[config.mk]
export PLATFORM = sky130hd
export DESIGN_NAME = lcd_regbank
export DESIGN_NICKNAME = d
export VERILOG_FILES = /design/src/rtl/lcd_regs_pkg.sv /design/src/rtl/lcd_addr_decode.sv /design/src/rtl/lcd_cfg_store.sv /design/src/rtl/lcd_status_irq.sv /design/src/rtl/lcd_regbank.sv
export SDC_FILE = /design/constraint.sdc
export NUM_CORES = 1
export LEC_CHECK = 0
export ABC_AREA = 1
export ABC_CLOCK_PERIOD_IN_PS = 1050
export BUFFER_PORTS_ARGS = -buffer_cell sky130_fd_sc_hd__buf_2
export CAP_MARGIN = 20
export CORE_MARGIN = 1.5
export CORE_UTILIZATION = 52
export DETAILED_ROUTE_END_ITERATION = 7
export PLACE_DENSITY = 0.87
export SYNTH_ARGS = -nofsm -noshare
export SYNTH_HDL_FRONTEND = slang
export SYNTH_SLANG_ARGS = --single-unit
[constraint.sdc]
create_clock -name clk -period 1.05 [get_ports clk]
set_input_delay 0 -clock clk [delete_from_list [all_inputs] [get_ports clk]]
set_output_delay 0 -clock clk [all_outputs]
set_load 0.02 [all_outputs]
[src/rtl/lcd_regs_pkg.sv]
`timescale 1ns/1ps
package lcd_regs_pkg;

  localparam int DATA_W = 32;

  // Byte offsets of the register window
  localparam logic [7:0] OFF_CTRL = 8'h00;
  localparam logic [7:0] OFF_TIM0 = 8'h04;
  localparam logic [7:0] OFF_TIM1 = 8'h08;
  localparam logic [7:0] OFF_TIM2 = 8'h0c;
  localparam logic [7:0] OFF_STAT = 8'h10;
  localparam logic [7:0] OFF_SUBP = 8'h14;

  // Keep masks and forced-one patterns
  localparam logic [DATA_W-1:0] CTRL_KEEP_MASK = 32'h01cf_f300;
  localparam logic [DATA_W-1:0] CTRL_RD_ONES   = 32'hfe00_0c34;
  localparam logic [DATA_W-1:0] TIM0_RD_ONES   = 32'h0000_000f;
  localparam logic [DATA_W-1:0] TIM2_RD_ONES   = 32'hfc00_0000;
  localparam logic [DATA_W-1:0] SUBP_KEEP_MASK = 32'ha1ff_ffff;

  // Control field positions
  localparam int CB_EN      = 0;
  localparam int CB_MONO    = 1;
  localparam int CB_MASK_LO = 3;
  localparam int CB_TFT     = 7;
  localparam int CB_LM_LO   = 20;
  localparam int CB_TFT_DUP = 23;

  // Status field positions
  localparam int SB_FRAME = 0;
  localparam int SB_SYNC  = 2;
  localparam int SB_PAL   = 6;

  // Load mode that suppresses frame-done on disable
  localparam logic [1:0] LM_NO_FRAME = 2'd1;

  typedef enum logic [2:0] {
    SEL_NONE,
    SEL_CTRL,
    SEL_TIM0,
    SEL_TIM1,
    SEL_TIM2,
    SEL_STAT,
    SEL_SUBP
  } reg_sel_e;

endpackage

[src/rtl/lcd_addr_decode.sv]
`timescale 1ns/1ps
module lcd_addr_decode
  import lcd_regs_pkg::*;
#(
  parameter int ADDR_W = 8
) (
  input  logic [ADDR_W-1:0] addr,
  output reg_sel_e          sel
);

  localparam logic [ADDR_W-1:0] A_CTRL = ADDR_W'(OFF_CTRL);
  localparam logic [ADDR_W-1:0] A_TIM0 = ADDR_W'(OFF_TIM0);
  localparam logic [ADDR_W-1:0] A_TIM1 = ADDR_W'(OFF_TIM1);
  localparam logic [ADDR_W-1:0] A_TIM2 = ADDR_W'(OFF_TIM2);
  localparam logic [ADDR_W-1:0] A_STAT = ADDR_W'(OFF_STAT);
  localparam logic [ADDR_W-1:0] A_SUBP = ADDR_W'(OFF_SUBP);

  // Full compare: misaligned or out-of-window offsets select nothing
  always_comb begin
    case (addr)
      A_CTRL:  sel = SEL_CTRL;
      A_TIM0:  sel = SEL_TIM0;
      A_TIM1:  sel = SEL_TIM1;
      A_TIM2:  sel = SEL_TIM2;
      A_STAT:  sel = SEL_STAT;
      A_SUBP:  sel = SEL_SUBP;
      default: sel = SEL_NONE;
    endcase
  end

endmodule

[src/rtl/lcd_cfg_store.sv]
`timescale 1ns/1ps
module lcd_cfg_store
  import lcd_regs_pkg::*;
#(
  parameter int DIM_W = 10
) (
  input  logic                         clk,
  input  logic                         rst,
  input  logic                         wr_en,
  input  reg_sel_e                     sel,
  input  logic [DATA_W-1:0]            wdata,
  output logic                         enable,
  output logic [1:0]                   load_mode,
  output logic                         tft,
  output logic                         mono,
  output logic [1:0]                   irq_mask,
  output logic [DATA_W-1:0]            ctrl_extra,
  output logic [1:0][DIM_W-1:0]        dim_m1,
  output logic [1:0][DATA_W-DIM_W-1:0] tim_hi,
  output logic [DATA_W-1:0]            tim2,
  output logic [DATA_W-1:0]            subpanel,
  output logic                         en_rise,
  output logic                         en_fall,
  output logic [1:0]                   next_load_mode
);

  localparam int HI_W = DATA_W - DIM_W;

  logic ctrl_wr;
  assign ctrl_wr        = wr_en && (sel == SEL_CTRL);
  assign en_rise        = ctrl_wr &&  wdata[CB_EN] && !enable;
  assign en_fall        = ctrl_wr && !wdata[CB_EN] &&  enable;
  assign next_load_mode = wdata[CB_LM_LO +: 2];

  always_ff @(posedge clk) begin
    if (rst) begin
      enable     <= 1'b0;
      load_mode  <= 2'd0;
      tft        <= 1'b0;
      mono       <= 1'b0;
      irq_mask   <= 2'd0;
      ctrl_extra <= '0;
    end else if (ctrl_wr) begin
      enable     <= wdata[CB_EN];
      load_mode  <= wdata[CB_LM_LO +: 2];
      tft        <= wdata[CB_TFT];
      mono       <= wdata[CB_MONO];
      irq_mask   <= wdata[CB_MASK_LO +: 2];
      ctrl_extra <= wdata & CTRL_KEEP_MASK;
    end
  end

  // Two identical dimension words: count-minus-one plus upper timing bits
  for (genvar g = 0; g < 2; g++) begin : g_dim
    logic [DIM_W-1:0] d_q;
    logic [HI_W-1:0]  h_q;
    logic             hit;
    assign hit = wr_en && (sel == ((g == 0) ? SEL_TIM0 : SEL_TIM1));
    always_ff @(posedge clk) begin
      if (rst) begin
        d_q <= '0;
        h_q <= '0;
      end else if (hit) begin
        d_q <= wdata[DIM_W-1:0];
        h_q <= wdata[DATA_W-1:DIM_W];
      end
    end
    assign dim_m1[g] = d_q;
    assign tim_hi[g] = h_q;
  end

  always_ff @(posedge clk) begin
    if (rst) begin
      tim2     <= '0;
      subpanel <= '0;
    end else if (wr_en) begin
      if (sel == SEL_TIM2) tim2     <= wdata;
      if (sel == SEL_SUBP) subpanel <= wdata & SUBP_KEEP_MASK;
    end
  end

  // A control write that repeats the enable value is not a toggle
  p_toggle_needs_change_r8: assert property (@(posedge clk) disable iff (rst)
    (en_rise || en_fall) |=> (enable != $past(enable)));

endmodule

[src/rtl/lcd_status_irq.sv]
`timescale 1ns/1ps
module lcd_status_irq
  import lcd_regs_pkg::*;
(
  input  logic       clk,
  input  logic       rst,
  input  logic       en_rise,
  input  logic       en_fall,
  input  logic [1:0] next_load_mode,
  input  logic       ev_frame,
  input  logic       ev_palette,
  input  logic       ev_sync,
  input  logic [1:0] irq_mask,
  output logic       frame_q,
  output logic       pal_q,
  output logic       sync_q,
  output logic       irq_q
);

  logic frame_n, pal_n, sync_n;

  // Sticky set from sequencer pulses; enable toggles take precedence
  always_comb begin
    frame_n = frame_q | ev_frame;
    pal_n   = pal_q   | ev_palette;
    sync_n  = sync_q  | ev_sync;
    if (en_fall) begin
      sync_n = 1'b0;
      if (next_load_mode != LM_NO_FRAME) frame_n = 1'b1;
    end
    if (en_rise) begin
      frame_n = 1'b0;
      pal_n   = 1'b0;
    end
  end

  always_ff @(posedge clk) begin
    if (rst) begin
      frame_q <= 1'b0;
      pal_q   <= 1'b0;
      sync_q  <= 1'b0;
      irq_q   <= 1'b0;
    end else begin
      frame_q <= frame_n;
      pal_q   <= pal_n;
      sync_q  <= sync_n;
      irq_q   <= (frame_q & irq_mask[0]) | (pal_q & irq_mask[1]) | sync_q;
    end
  end

  p_sync_forces_irq_r7: assert property (@(posedge clk) disable iff (rst)
    sync_q |=> irq_q);

  p_fall_clears_sync_r8: assert property (@(posedge clk) disable iff (rst)
    en_fall |=> !sync_q);

  p_fall_sets_frame_r8: assert property (@(posedge clk) disable iff (rst)
    (en_fall && next_load_mode != LM_NO_FRAME) |=> frame_q);

  p_rise_clears_done_r9: assert property (@(posedge clk) disable iff (rst)
    en_rise |=> (!frame_q && !pal_q));

  p_frame_sticky_r6: assert property (@(posedge clk) disable iff (rst)
    (frame_q && !en_rise) |=> frame_q);

endmodule

[src/rtl/lcd_regbank.sv]
`timescale 1ns/1ps
module lcd_regbank
  import lcd_regs_pkg::*;
#(
  parameter int ADDR_W = 8,
  parameter int DIM_W  = 10
) (
  input  logic              clk,
  input  logic              rst,
  input  logic [ADDR_W-1:0] bus_addr,
  input  logic              bus_wr,
  input  logic              bus_rd,
  input  logic [31:0]       bus_wdata,
  output logic [31:0]       bus_rdata,
  input  logic              seq_frame_done,
  input  logic              seq_palette_done,
  input  logic              seq_sync_err,
  output logic              lcd_enable,
  output logic              lcd_en_change,
  output logic [1:0]        lcd_load_mode,
  output logic [DIM_W:0]    lcd_width,
  output logic [DIM_W:0]    lcd_height,
  output logic              irq
);

  localparam int HI_W = DATA_W - DIM_W;

  reg_sel_e                 sel;
  logic                     enable, tft, mono;
  logic [1:0]               load_mode, irq_mask, next_lm;
  logic [DATA_W-1:0]        ctrl_extra, tim2, subpanel;
  logic [1:0][DIM_W-1:0]    dim_m1;
  logic [1:0][HI_W-1:0]     tim_hi;
  logic                     en_rise, en_fall;
  logic                     frame_q, pal_q, sync_q, irq_q;
  logic [DATA_W-1:0]        rd_val;

  lcd_addr_decode #(.ADDR_W(ADDR_W)) u_dec (
    .addr (bus_addr),
    .sel  (sel)
  );

  lcd_cfg_store #(.DIM_W(DIM_W)) u_cfg (
    .clk            (clk),
    .rst            (rst),
    .wr_en          (bus_wr),
    .sel            (sel),
    .wdata          (bus_wdata),
    .enable         (enable),
    .load_mode      (load_mode),
    .tft            (tft),
    .mono           (mono),
    .irq_mask       (irq_mask),
    .ctrl_extra     (ctrl_extra),
    .dim_m1         (dim_m1),
    .tim_hi         (tim_hi),
    .tim2           (tim2),
    .subpanel       (subpanel),
    .en_rise        (en_rise),
    .en_fall        (en_fall),
    .next_load_mode (next_lm)
  );

  lcd_status_irq u_stat (
    .clk            (clk),
    .rst            (rst),
    .en_rise        (en_rise),
    .en_fall        (en_fall),
    .next_load_mode (next_lm),
    .ev_frame       (seq_frame_done),
    .ev_palette     (seq_palette_done),
    .ev_sync        (seq_sync_err),
    .irq_mask       (irq_mask),
    .frame_q        (frame_q),
    .pal_q          (pal_q),
    .sync_q         (sync_q),
    .irq_q          (irq_q)
  );

  // Readback assembly with forced-one bits
  always_comb begin
    case (sel)
      SEL_CTRL: rd_val = ctrl_extra | CTRL_RD_ONES
                       | (DATA_W'(tft)       << CB_TFT_DUP)
                       | (DATA_W'(load_mode) << CB_LM_LO)
                       | (DATA_W'(tft)       << CB_TFT)
                       | (DATA_W'(irq_mask)  << CB_MASK_LO)
                       | (DATA_W'(mono)      << CB_MONO)
                       | (DATA_W'(enable)    << CB_EN);
      SEL_TIM0: rd_val = {tim_hi[0], dim_m1[0]} | TIM0_RD_ONES;
      SEL_TIM1: rd_val = {tim_hi[1], dim_m1[1]};
      SEL_TIM2: rd_val = tim2 | TIM2_RD_ONES;
      SEL_STAT: rd_val = (DATA_W'(pal_q)   << SB_PAL)
                       | (DATA_W'(sync_q)  << SB_SYNC)
                       | (DATA_W'(frame_q) << SB_FRAME);
      SEL_SUBP: rd_val = subpanel;
      default:  rd_val = '0;
    endcase
  end

  always_ff @(posedge clk) begin
    if (rst) begin
      bus_rdata     <= '0;
      lcd_en_change <= 1'b0;
    end else begin
      if (bus_rd) bus_rdata <= rd_val;
      lcd_en_change <= en_rise | en_fall;
    end
  end

  assign lcd_enable    = enable;
  assign lcd_load_mode = load_mode;
  assign lcd_width     = (DIM_W+1)'(dim_m1[0]) + (DIM_W+1)'(1);
  assign lcd_height    = (DIM_W+1)'(dim_m1[1]) + (DIM_W+1)'(1);
  assign irq           = irq_q;

  p_unmapped_reads_zero_r10: assert property (@(posedge clk) disable iff (rst)
    (bus_rd && sel == SEL_NONE) |=> (bus_rdata == '0));

  p_rdata_holds_r12: assert property (@(posedge clk) disable iff (rst)
    !bus_rd |=> $stable(bus_rdata));

  p_en_change_marks_toggle_r9: assert property (@(posedge clk) disable iff (rst)
    lcd_en_change |-> (lcd_enable != $past(lcd_enable)));

endmodule

==> results of run 1 <==
[state kept, by name, indices dropped and copies added, names as in the netlist]
signal,flops
u_cfg.g_dim.h_q,44
bus_rdata,32
u_cfg.subpanel,27
u_cfg.tim2,26
u_cfg.g_dim.d_q,20
u_cfg.ctrl_extra,13
u_cfg.irq_mask,2
u_cfg.load_mode,2
lcd_en_change,1
u_cfg.enable,1
u_cfg.mono,1
u_cfg.tft,1
u_stat.frame_q,1
u_stat.irq_q,1
u_stat.pal_q,1
u_stat.sync_q,1
[cells in the final DEF, fill, tap and decap left out, drive strengths merged, types with 3 or more instances in the layout]
master / count
dlygate4sd3: 35
clkbuf: 25
inv: 59
buf: 203
a21oi: 104
xor2: 15
nor3: 5
clkinv: 5
o211ai: 3
o21ai: 130
dfxtp: 174
nand2: 222
nand3: 98
nor2: 162
[metrics by stage]
| step | worst slack [ps] | TNS (ps) | hold WS (ps) |
|---|---|---|---|
| after global routing | -694 | -11530 | 38.9 |
| after global placement | -262 | -37760 | 243 |
| final | -662 | -10220 | 35.8 |
| after floorplan | -153 | -613 | 129 |
| after detailed placement | -339 | -43510 | 248 |
| after CTS | -591 | -8850 | 36.3 |
[kinds of logic (layout without fill, tap and decap cells)]
family	Yosys count	in the layout
flops	174	174
buf+inv	126	329
compound gates	239	239
xor+xnor	16	16
fa+ha+maj	2	2
simple gates	491	491
[synth_stat cells, types with 2 or more instances]
cell type	number	area [µm²]
a21oi_1	104	521
buf_2	16	80.1
buf_4	12	90.1
buf_6	6	67.6
clkbuf_1	30	113
dfxtp_1	174	3480
ha_1	2	25.0
inv_1	52	195
inv_2	6	22.5
nand2_1	218	818
nand2_2	2	12.5
nand2_4	2	22.5
nand3_1	98	490
nand4_1	2	12.5
nor2_1	152	571
nor2_2	3	18.8
nor2_4	6	67.6
nor3_1	5	25.0
o211ai_1	3	22.5
o21ai_0	114	571
o21ai_1	16	80.1
xor2_1	15	131
[power groups by stage]
| stage | registers, µW | logic, µW | clock network, µW |
|---|---|---|---|
| 3_5_place_dp | 6780 | 618 | 0 |
| 2_1_floorplan | 6780 | 279 | 0 |
| 6_report | 6630 | 773 | 6050 |
| 4_1_cts | 6630 | 726 | 6040 |
| 5_1_grt | 6620 | 815 | 6330 |
| 3_3_place_gp | 6780 | 607 | 0 |
[layer usage]
metal,GRT usage,vias to the layer above,wire length (µm)
met5,0,-,0
met4,0.203,0,1490
met3,0.0881,151,2790
met2,0.532,573,11900
met1,0.408,3838,9370
li1,-,3786,-
[how the worst max path moves through the flow]
stage	to	slack (ps)	cells after the start
6_report	lcd_width[6]	-660	6
2_1_floorplan	lcd_width[9]	-150	6
4_1_cts	lcd_height[9]	-590	6
3_5_place_dp	u_cfg.g_dim[0].h_q[18]	-340	9
3_3_place_gp	u_cfg.g_dim[0].h_q[10]	-260	9
5_1_grt	lcd_width[4]	-690	6
[critical path, cell delays in order, from the launching register on]
cell	delay (ps)
dfxtp_4	400
ha_4	180
nand3_4	120
buf_6	160
nor3_4	130
xor2_2	140
buf_4	150
[timing repair]
item	CTS	global route
setup buffers	4	8
resized for setup	46	45
pin swaps	21	21
hold endpoints to repair	138	0
setup endpoints to repair	23	60
hold buffers	35	0
[cell type report]
cell class	count	area, µm²
tap	180	225
timing repair buffer	238	1910
clock buffer	25	505
fill	947	3730
clock inverter	6	57.6
multi-input combinational	748	3810
sequential	174	3520
inverter	60	236
==> summary.md, run 1 <==
| Metric | Value |
|---|---|
| FP Rows | 43 |
| Fin crit share | 1.63 |
| Prevailing post-synth register cell | dfxtp_1 |
| Hold_sp | rst |
| P_int | approximately 10000 µW |
| Critical R2R Launch | u_cfg.tft |
| Routed wire length | about 26000 µm |
| Xor-xnor portion of the synthesized cell area | 0.0186 |
| CP arrival | 1710 ps |
| Synthesized area | ~0.0075 mm² |
| H-tree depth | 4 |
| Non-Filler Instances | 1431 |
| Final ANT Viol Nets | 0 |
| Initial Util | 0.538 |
| CP startpoint | u_cfg.g_dim[0].d_q[0] |
| Max-Cap Viols | 0 |
| Fin area | just over 0.01 mm² |
| Setup violations, final | 21 |
| DP HPWL | ~15000 µm |
| Slew Viols, Final | 0 |
| FF-to-FF path depth | 5 |
| Worst Skew | 5.72 ps |
| Layout net count | around 1300 |
| Final Hold Vio Count | 0 |
| Number of synthesized register bits | 174 |
| GP Congestion | about 0.90 |
| Class of the worst hold path | input port to flip-flop |
| Via density | 5.83 |
| Post-Place Cells | around 1400 |
| Simple-gate share of the synthesized area | 0.276 |
| Core area | around 0.014 mm² |
| Pwr/cell area | between 1000 and 1500 mW/mm² |
| Peak supply drop | around 0.0016 V |
| Sequential-to-total area share from yosys stat | 0.463 |
| Largest net degree at the start of global routing | a little under 60 |
| Post-synth EDFFs | 0 |
| Total congestion overflow | 0 |
| Hold Path Stages | 3 |
| Synth Area in Compound Gates | 0.161 |
| CTS sink count | about 170 |
| CTS root buf | clkbuf_16 |
| Num ports | around 110 |
| RSZ-0062 raised after global routing | true |
| Req. time, crit path | between 1000 and 1500 ps |
| Share of cells above drive strength 1 | 0.255 |
| Ys Warns | 0 |
| Max FO, Critical Path | 3 |
| Slack of the critical path | -662 ps |
| Cells after synthesis | approximately 1000 |
| Sw frac | 0.223 |
| Die area | 0.0152 mm² |
| DR vias | around 8300 |
| Largest family of logic cells by synthesized area | simple AND/OR/NAND/NOR gates |
| Synth Area in Adders | 0.00333 |
| CTS Buf Count | 17 |
| First-pass GRT wire length | 38900 µm |
| Combinational power share | 0.057 |
| Die height | 123 µm |
| 1st-pass router iterations | 8 |
| TritonCTS clock tree | done |
| CTS Buffer Depth | 2 |
| Failing checks | design-rule violations, negative setup slack |
| Leakage | between 0.004 and 0.005 µW |
| Post-layout util | 0.733 |
| Clk pin slew, worst setup/hold paths | around 60 ps |
| Critical path class | flip-flop to primary output |
| Switching power | between 2000 and 3000 µW |
| Worst-Margin Slew | 450 ps |
| Mux contribution to synthesized area | 0 |
| Post-Place Cell Area | around 0.009 mm² |
| Total Power | between 10000 and 15000 µW |
| Routed len/inst | around 18 µm |
| Register share of total power | 0.493 |
| Hold EP | u_cfg.g_dim[0].h_q[4] |
| Gr usage total | 0.335 |
| Layout area overhead | 36.4% |
| Period minus WS final | about 1700 ps |
| ANT cells | 0 |
| Outcome | complete, but fails checks |
| Rel. slew slack | 0.699 |
| Critical R2R Capture | bus_rdata[23] |
| Worst-Skew Late Latency | 440 ps |
| Unique masters post-synth | 32 |
| DRC | 2 |
| Initial antenna violation count | 0 |
| Net count after synthesis | roughly 1100 |
| R2R Setup Slk | -20 ps |
| Syn avg cell area | 7.18 µm² |
| Drt initial violations | around 1200 |
| Fmax | 584 MHz |
| Critical path launch point type | flip-flop |
| Port Buf Inserts | 105 |
| Clk pwr share | 0.450 |
| CP Capture Type | primary output |
| Ys async rst share | 0 |
| Vias in the first global route | a little under 8000 |
| DIE WIDTH | ~120 µm |
(Power assumes the default switching activity.)
==> run 2: changes to the inputs <==
--- a/config.mk
+++ b/config.mk
@@ -12,6 +12,7 @@
 export CORE_MARGIN = 1.5
 export CORE_UTILIZATION = 52
 export DETAILED_ROUTE_END_ITERATION = 7
+export GPL_ROUTABILITY_DRIVEN = 0
 export PLACE_DENSITY = 0.87
 export SYNTH_ARGS = -nofsm -noshare
 export SYNTH_HDL_FRONTEND = slang
==> constraint.sdc (replaced) <==
create_clock -name clk -period 1.05 [get_ports clk]
set_input_delay 0.105 -clock clk [delete_from_list [all_inputs] [get_ports clk]]
set_output_delay 0.105 -clock clk [all_outputs]
set_load 0.02 [all_outputs]
==> run 2 against run 1 <==
  * The run still ends with design-rule violations, negative setup slack left
  * First-iteration DRC count up 44%
  * Power up 3.1%
  * Non-clock buffer count up 17
  * Count of clock-buffer cells in the layout down 2
  * Via count up 11%
  * Largest power group unchanged
==> summary.md, run 2 (synthesized netlist as in run 1, its figures left out) <==
| Metric | Value |
|---|---|
| Outcome | complete, but fails checks (unchanged) |
| Failing checks | design-rule violations, negative setup slack (unchanged) |
| Hold_sp | bus_wdata[3] (was rst) |
| DP HPWL | 15600 µm (was 14800 µm) |
| Rel. slew slack | 0.735 (was 0.699) |
| Critical path launch point type | flip-flop (unchanged) |
| Largest register FFs | 44 (unchanged) |
| Initial antenna violation count | 2 (was 0) |
| CTS Buf Count | 17 (unchanged) |
| Initial Util | 0.538 (unchanged) |
| Pwr/cell area | 1270 mW/mm² (was 1310 mW/mm²) |
| Hold EP | u_cfg.g_dim[0].d_q[3] (was u_cfg.g_dim[0].h_q[4]) |
| Fmax | 547 MHz (was 584 MHz) |
| TritonCTS clock tree | done (unchanged) |
| 1st-pass router iterations | 8 (unchanged) |
| Top flop regs | u_cfg.g_dim.h_q: 44 flops, bus_rdata: 32 flops, u_cfg.subpanel: 27 flops (unchanged) |
| Max FO, Critical Path | 3 (unchanged) |
| Critical R2R Capture | bus_rdata[4] (was bus_rdata[23]) |
| FP Rows | 43 (unchanged) |
| Worst-Margin Slew | 397 ps (was 450 ps) |
| Layout net count | 1306 (was 1288) |
| Peak supply drop | 0.00116 V (was 0.00158 V) |
| Routed wire length | 31300 µm (was 25600 µm) |
| Hold Slack | 36.4 ps (was 35.8 ps) |
| Filler Cell Count | 783 (was 947) |
| DRC | 1 (was 2) |
| Clk pwr share | 0.460 (was 0.450) |
| Max-Cap Viols | 0 (unchanged) |
| CP Capture Type | primary output (unchanged) |
| Leakage | 0.00459 µW (was 0.00439 µW) |
| H-tree depth | 4 (unchanged) |
| Class of the worst hold path | input port to flip-flop (unchanged) |
| RSZ-0062 raised after global routing | true (unchanged) |
| Combinational power share | 0.063 (was 0.057) |
| Worst-Skew Late Latency | 450 ps (was 440 ps) |
| DIE WIDTH | 123 µm (unchanged) |
| Slack of the critical path | -778 ps (was -662 ps) |
| Layout area overhead | 44.8% (was 36.4%) |
| CP arrival | 1720 ps (was 1710 ps) |
| Period minus WS final | 1830 ps (was 1710 ps) |
| Total congestion overflow | 0 (unchanged) |
| Clk pin slew, worst setup/hold paths | 70 ps (was 60 ps) |
| Critical path class | flip-flop to primary output (unchanged) |
| Register share of total power | 0.477 (was 0.493) |
| Post-Place Cell Area | 0.00921 mm² (was 0.00898 mm²) |
| Fin area | 0.0109 mm² (was 0.0103 mm²) |
| Sw frac | 0.238 (was 0.223) |
| Final Hold Vio Count | 0 (unchanged) |
| Die area | 0.0152 mm² (unchanged) |
| Most frequent cells in the layout | 207 x nand2_1, 143 x nor2_1, 142 x dfxtp_1 (was 210 x nand2_1, 160 x dfxtp_1, 145 x nor2_1) |
| Fin crit share | 1.74 (was 1.63) |
| Routed len/inst | 21.6 µm (was 17.9 µm) |
| Setup violations, final | 64 (was 21) |
| First-pass GRT wire length | 41300 µm (was 38900 µm) |
| Final ANT Viol Nets | 0 (unchanged) |
| Switching power | 3300 µW (was 3000 µW) |
| CTS sink count | 174 (unchanged) |
| Hold Path Stages | 3 (unchanged) |
| Vias in the first global route | 8255 (was 7856) |
| Gr usage total | 0.356 (was 0.335) |
| Drt initial violations | 1754 (was 1214) |
| Slew Viols, Final | 0 (unchanged) |
| Most common cell after layout, fill and taps aside | nand2_1 (unchanged) |
| Non-Filler Instances | 1451 (was 1431) |
| CTS Buffer Depth | 2 (unchanged) |
| R2R Setup Slk | -120 ps (was -20 ps) |
| CP startpoint | u_cfg.g_dim[1].d_q[0] (was u_cfg.g_dim[0].d_q[0]) |
| Post-Place Cells | 1366 (was 1357) |
| Most flops, register | u_cfg.g_dim.h_q (unchanged) |
| FF-to-FF path depth | 5 (unchanged) |
| Num ports | 106 (unchanged) |
| Req. time, crit path | 940 ps (was 1050 ps) |
| Port Buf Inserts | 105 (unchanged) |
| Die height | 123 µm (unchanged) |
| Setup WS pre-CTS | -381 ps (was -339 ps) |
| Share of cells above drive strength 1 | 0.309 (was 0.255) |
| Largest net degree at the start of global routing | 55 (was 59) |
| Core area | 0.0140 mm² (unchanged) |
| Area of the multi-input gates | 0.00400 mm² (was 0.00381 mm²) |
| CTS root buf | clkbuf_16 (unchanged) |
| Register area | 0.00354 mm² (was 0.00352 mm²) |
| P_int | 10600 µW (was 10500 µW) |
| Critical R2R Launch | u_cfg.g_dim[0].d_q[4] (was u_cfg.tft) |
| DR vias | 9237 (was 8348) |
| Worst Skew | 14.0 ps (was 5.72 ps) |
| Via density | 6.37 (was 5.83) |
## run 2: cell types whose count changed in the layout (fill, tap and decap cells not counted), sizes merged
| cell | delta |
|---|---|
| inv | +1 |
| clkinv | +1 |
| clkbuf | -1 |
| diode | +1 |
| dlygate4sd3 | -2 |
| buf | +18 |
| clkinvlp | +2 |
## run 2: worst max-delay path by stage
stage                                 to  slack, ps
after CTS                 lcd_height[10]       -750
final                     lcd_height[10]       -780
after floorplan             lcd_width[9]       -250
after global routing      lcd_height[10]       -830
after global placement      lcd_width[9]       -350
after detailed placement    lcd_width[9]       -380
## run 2: through the flow
stage	util	total power, µW	setup TNS (ps)
2_1_floorplan	-	7090	-4760
5_1_grt	0.778	14100	-17530
3_5_place_dp	0.658	7460	-50460
4_1_cts	0.745	13600	-11850
3_3_place_gp	0.658	7450	-43800
6_report	0.778	13900	-14580
## run 2: worst max-delay path, cell delays in order, from the launching register on
cell and delay [ps]:
dfxtp_4 390, ha_4 170, nand3_4 90, nor2_4 150, nand3_4 130, nor3b_4 200
buf_6 140
## run 2: cell type report
type                            count  share of cell area
Multi-Input combinational cell    748               0.367
Sequential cell                   174               0.325
Timing Repair Buffer              255               0.208
Clock buffer                       23              0.0468
Inverter                           60              0.0236
Tap cell                          180              0.0207
Clock inverter                      9             0.00747
Timing Repair inverter              1            0.000575
Antenna cell                        1            0.000230
## run 2: power groups by stage
stage          Sequential [µW]  Clock, µW  Combinational [µW]
2_1_floorplan             6790          0                 304
5_1_grt                   6620       6600                 902
6_report                  6620       6380                 873
3_5_place_dp              6780          0                 678
4_1_cts                   6630       6220                 784
3_3_place_gp              6780          0                 665
## run 2: per-layer routing
metal | vias up | part of all wire | wire [µm] | GRT usage
met5 | - | 0.00035 | 11 | 0
met4 | 2 | 0.085 | 2670 | 0.210
met3 | 335 | 0.14 | 4360 | 0.0789
met2 | 930 | 0.45 | 14000 | 0.576
met1 | 4141 | 0.33 | 10300 | 0.435
li1 | 3829 | - | - | -
## run 2: what timing repair did
item / CTS / global route
gates resized for setup: 86 / 112
setup buffers: 5 / 15
endpoints found under the setup margin: 39 / 84
endpoints found under the hold margin: 75 / 0
hold buffers: 33 / 0
pin swaps: 14 / 43
cloned: 0 / 3
